### src/rtl/mulu_pkg.sv
package mulu_pkg;

   // lower function field values owned by the unit
   typedef enum logic [2:0] {
      SEL_LO    = 3'b000,
      SEL_HI_SS = 3'b001,
      SEL_HI_SU = 3'b010,
      SEL_HI_UU = 3'b011
   } mul_sel_e;

   localparam logic [6:0] GROUP_MULDIV = 7'b0000001;

   // operand signedness for a given select
   function automatic logic sel_a_signed(input logic [2:0] sel);
      return (sel == SEL_HI_SS) || (sel == SEL_HI_SU);
   endfunction

   function automatic logic sel_b_signed(input logic [2:0] sel);
      return (sel == SEL_HI_SS);
   endfunction

endpackage

### src/rtl/mulu_opnd_ext.sv
module mulu_opnd_ext #(
   parameter int W = 32
) (
   input  logic [W-1:0] val,
   input  logic         as_signed,
   output logic [W:0]   ext
);

   generate
      if (W < 2) begin : g_bad_w
         $error("mulu_opnd_ext: W must be at least 2");
      end
   endgenerate

   logic top_bit;

   always_comb begin
      top_bit = as_signed & val[W-1];
      ext     = {top_bit, val};
   end

endmodule

### src/rtl/mulu_prod_core.sv
module mulu_prod_core #(
   parameter int W         = 32,
   parameter bit USE_ARRAY = 1'b1,
   localparam int EW = W + 1,
   localparam int PW = 2 * EW
) (
   input  logic [EW-1:0] a_ext,
   input  logic [EW-1:0] b_ext,
   output logic [PW-1:0] prod
);

   generate
      if (W < 2) begin : g_bad_w
         $error("mulu_prod_core: W must be at least 2");
      end
   endgenerate

   logic signed [PW-1:0] a_wide;
   logic signed [PW-1:0] b_wide;

   always_comb begin
      a_wide = {{EW{a_ext[EW-1]}}, a_ext};
      b_wide = {{EW{b_ext[EW-1]}}, b_ext};
   end

   generate
      if (USE_ARRAY) begin : g_array
         // rows for the magnitude bits of b, then the weight -2^W for its top bit
         logic [PW-1:0] acc [0:W];
         logic [PW-1:0] top_row;

         assign acc[0] = '0;
         for (genvar i = 0; i < W; i++) begin : g_row
            logic [PW-1:0] row;
            assign row      = b_ext[i] ? (PW'(a_wide) << i) : '0;
            assign acc[i+1] = acc[i] + row;
         end
         assign top_row = b_ext[EW-1] ? (PW'(a_wide) << W) : '0;
         assign prod    = acc[W] - top_row;
      end else begin : g_direct
         logic signed [PW-1:0] full;
         assign full = a_wide * b_wide;
         assign prod = full;
      end
   endgenerate

   // zero operand gives zero product
   always_comb begin
      if ((a_ext == '0) || (b_ext == '0))
         p_zero_operand_r3 : assert (prod == '0);
   end

   // sign of a nonzero product follows the operand signs
   always_comb begin
      if ((a_ext != '0) && (b_ext != '0))
         p_prod_sign_r4 : assert (prod[PW-1] == (a_ext[EW-1] ^ b_ext[EW-1]));
   end

endmodule

### src/rtl/mulu_res_sel.sv
module mulu_res_sel
   import mulu_pkg::*;
#(
   parameter int W = 32,
   localparam int PW = 2 * (W + 1)
) (
   input  logic [PW-1:0] prod,
   input  logic [2:0]    sel,
   input  logic          claim,
   output logic [W-1:0]  res
);

   logic [W-1:0] lo_word;
   logic [W-1:0] hi_word;

   always_comb begin
      lo_word = prod[W-1:0];
      hi_word = prod[2*W-1:W];
      res     = '0;
      if (claim) begin
         if (sel == SEL_LO) res = lo_word;
         else               res = hi_word;
      end
   end

endmodule

### src/rtl/mulu_rv32m.sv
module mulu_rv32m
   import mulu_pkg::*;
#(
   parameter int XLEN      = 32,
   parameter bit USE_ARRAY = 1'b1,
   localparam int PW = 2 * (XLEN + 1)
) (
   input  logic            op_is_reg,
   input  logic [6:0]      grp_code,
   input  logic [2:0]      sel_code,
   input  logic [XLEN-1:0] src_a,
   input  logic [XLEN-1:0] src_b,
   output logic [XLEN-1:0] res_word,
   output logic            res_claim
);

   generate
      if (XLEN < 8) begin : g_bad_xlen
         $error("mulu_rv32m: XLEN must be at least 8");
      end
   endgenerate

   logic            a_sgn;
   logic            b_sgn;
   logic [XLEN:0]   a_ext;
   logic [XLEN:0]   b_ext;
   logic [PW-1:0]   prod;

   always_comb begin
      res_claim = op_is_reg && (grp_code == GROUP_MULDIV) && !sel_code[2];
      a_sgn     = sel_a_signed(sel_code);
      b_sgn     = sel_b_signed(sel_code);
   end

   mulu_opnd_ext #(.W(XLEN)) u_ext_a (
      .val(src_a), .as_signed(a_sgn), .ext(a_ext)
   );

   mulu_opnd_ext #(.W(XLEN)) u_ext_b (
      .val(src_b), .as_signed(b_sgn), .ext(b_ext)
   );

   mulu_prod_core #(.W(XLEN), .USE_ARRAY(USE_ARRAY)) u_core (
      .a_ext(a_ext), .b_ext(b_ext), .prod(prod)
   );

   mulu_res_sel #(.W(XLEN)) u_sel (
      .prod(prod), .sel(sel_code), .claim(res_claim), .res(res_word)
   );

   // claim only for the multiply/divide group
   always_comb begin
      if (res_claim)
         p_claim_group_r1 : assert (grp_code == GROUP_MULDIV && op_is_reg);
   end

   // nothing leaks onto the shared result path
   always_comb begin
      if (!res_claim)
         p_zero_unclaimed_r2 : assert (res_word == '0);
   end

   // high half of two non-negative signed operands is non-negative
   always_comb begin
      if (res_claim && sel_code == SEL_HI_SS && !src_a[XLEN-1] && !src_b[XLEN-1])
         p_mulh_nonneg_r4 : assert (!res_word[XLEN-1]);
   end

   // unsigned high half of a zero operand is zero
   always_comb begin
      if (res_claim && sel_code == SEL_HI_UU && (src_a == '0 || src_b == '0))
         p_mulhu_zero_r6 : assert (res_word == '0);
   end

   // top select bit never claims
   always_comb begin
      if (sel_code[2])
         p_upper_sel_r8 : assert (!res_claim);
   end

endmodule

### config.mk
export PLATFORM = sky130hd
export DESIGN_NAME = mulu_rv32m
export DESIGN_NICKNAME = d
export VERILOG_FILES = /design/src/rtl/mulu_pkg.sv /design/src/rtl/mulu_opnd_ext.sv /design/src/rtl/mulu_prod_core.sv /design/src/rtl/mulu_res_sel.sv /design/src/rtl/mulu_rv32m.sv
export SDC_FILE = /design/constraint.sdc
export NUM_CORES = 2
export LEC_CHECK = 0
export ABC_AREA = 1
export BUFFER_PORTS_ARGS = -buffer_cell sky130_fd_sc_hd__buf_2
export CAP_MARGIN = 20
export CORE_MARGIN = 2
export CORE_UTILIZATION = 40
export DETAILED_ROUTE_END_ITERATION = 12
export PLACE_DENSITY = 0.63
export SKIP_LAST_GASP = 1
export SYNTH_ARGS = -nofsm -noshare
export SYNTH_HDL_FRONTEND = slang
export SYNTH_HIERARCHICAL = 1
export SYNTH_SLANG_ARGS = --single-unit
### constraint.sdc
create_clock -name vclk -period 43.5
set_clock_uncertainty 0.2 [all_clocks]
set_input_delay 13.05 -clock vclk [all_inputs]
set_output_delay 13.05 -clock vclk [all_outputs]
set_load 0.01 [all_outputs]
==> flow_summary.ini <==
[outcome]
outcome = complete, no violations

[global_routing]
groute.usage.overall = 0.225
grt_overflow = 0
antenna_found_initial = 5
grt_first_pass_wirelength_um = 189000
first_global_vias = 34329
grt_start_max_net_pins = 65

[synthesis]
yosysWarnings = 6
mappedNetlistArea_sq_mm = 0.0420
post_synth.cell_area_avg_sq_um = 7.61
syn-num-nets = 6929
post_synth_inst_count = 5521

[cts]
cts_setup_buffers = 0
post_cts_resized = 0
cts.hold.buffers_added = 0

[placed_design]
globalplace.congestion = 0.968
placed_area_sq_mm = 0.0430
detailed_placement_hpwl_um = 98300
placement.io_buffers = 108
place_inst = 6705

[finish]
layout-area-overhead-vs-synth_pct = 2.45
final_common_cell = inv_1
mostFrequentLayoutCells = 1850 x inv_1, 1559 x nand2_1, 1151 x fa_1
multiInputGateArea_sq_mm = 0.0335
layout.nets = 6736
drive_above_1_share = 0.0372
fill_cells = 10726
flip_flop_and_latch_area_sq_um = 0
layout.sequential_cells = 0
layoutNonFillerInstCount = 6709
design_area_sq_mm = 0.0431
layout.clock_buffers = 0

[timing]
final.setup.tns_ns = 0
highest_clock_rate_mhz = 28.6
post-route-min-period_ns = 34.91
finalHoldViolCount = 0
final_min_period_over_clock_period = 0.802
timing.slew.headroom = 0.367
max_slew.worst_pin.slew_ns = 0.949
rsz0062_at_grt = no
timing_max_transition_violations_final = 0
final-setup-viol-count = 0

[setup_path]
timing.critical_path.from_type = input pin
setup.worst_path.end_class = output port
crit_required_ns = 30.25
biggest_cell_delay_along_the_critical_path_ns = 1.08
path_common_cell = fa_1
arrival_ns = 21.66
critical-path-slowest-cell = fa_1
timing.critical_path.fanout_max = 26
critical_path_class = input pin to output port

[routing]
vias = 31819
antenna_left = 0
drt-pass1-iter-count = 7
drt_drc_violations_left = 0
dr.first_iter.drc_count = 1851
wirelength_um = 116000
wl_per_cell_um = 17.4
route.detailed.vias_per_inst = 4.74

[floorplanning]
chipHeight_um = 328
std_cell_rows = 118
floorplan.initialDensity = 0.404
io-pin-count = 108
die_w_um = 328
placeableCoreArea_sq_mm = 0.104
fp.dieArea_sq_mm = 0.108

[worst_hold_path]
worstHoldPathCells = 6
min-delay-path-class = input pin to output port

[job]
max-cap-violations = 0
## per-layer routing
metal,GRT usage,share of wire,vias to the layer above
met3,0.0301,0.060,221
met2,0.380,0.49,971
met1,0.295,0.41,16173
met4,0.0815,0.043,4
li1,-,-,14450
met5,0,0.00020,-
## final timing paths
| path | from | end |
|---|---|---|
| worst max-delay path | sel_code[1] | res_word[26] |
| worst min-delay path | grp_code[3] | res_claim |
## final cells by class
class | count | share of cell area
inverter | 1854 | 0.162
antenna | 3 | 0.000174
multi-input combinational | 3322 | 0.777
timing repair buffer | 150 | 0.0206
tap | 1380 | 0.0401
## metrics by stage
| stage | setup slack, ns | utilization | hold WS (ns) |
|---|---|---|---|
| after floorplan | 9.94 | - | 26.05 |
| after global placement | 8.17 | 0.414 | 26.57 |
| after detailed placement | 8.59 | 0.414 | 26.56 |
| after CTS | 8.58 | 0.414 | 26.56 |
| after global routing | 8.06 | 0.414 | 26.60 |
| final | 8.59 | 0.414 | 26.56 |
## critical path, delay by kind of cell
| kind | cells | cell delay, ns |
|---|---|---|
| buf+inv | 8 | 1.10 |
| compound gates | 6 | 1.44 |
| fa+ha+maj | 9 | 5.26 |
| simple gates | 7 | 0.76 |
Power is left out: the tool's default activity adds up to more than one toggle a clock period on the data nets, which glitch-free logic cannot reach.
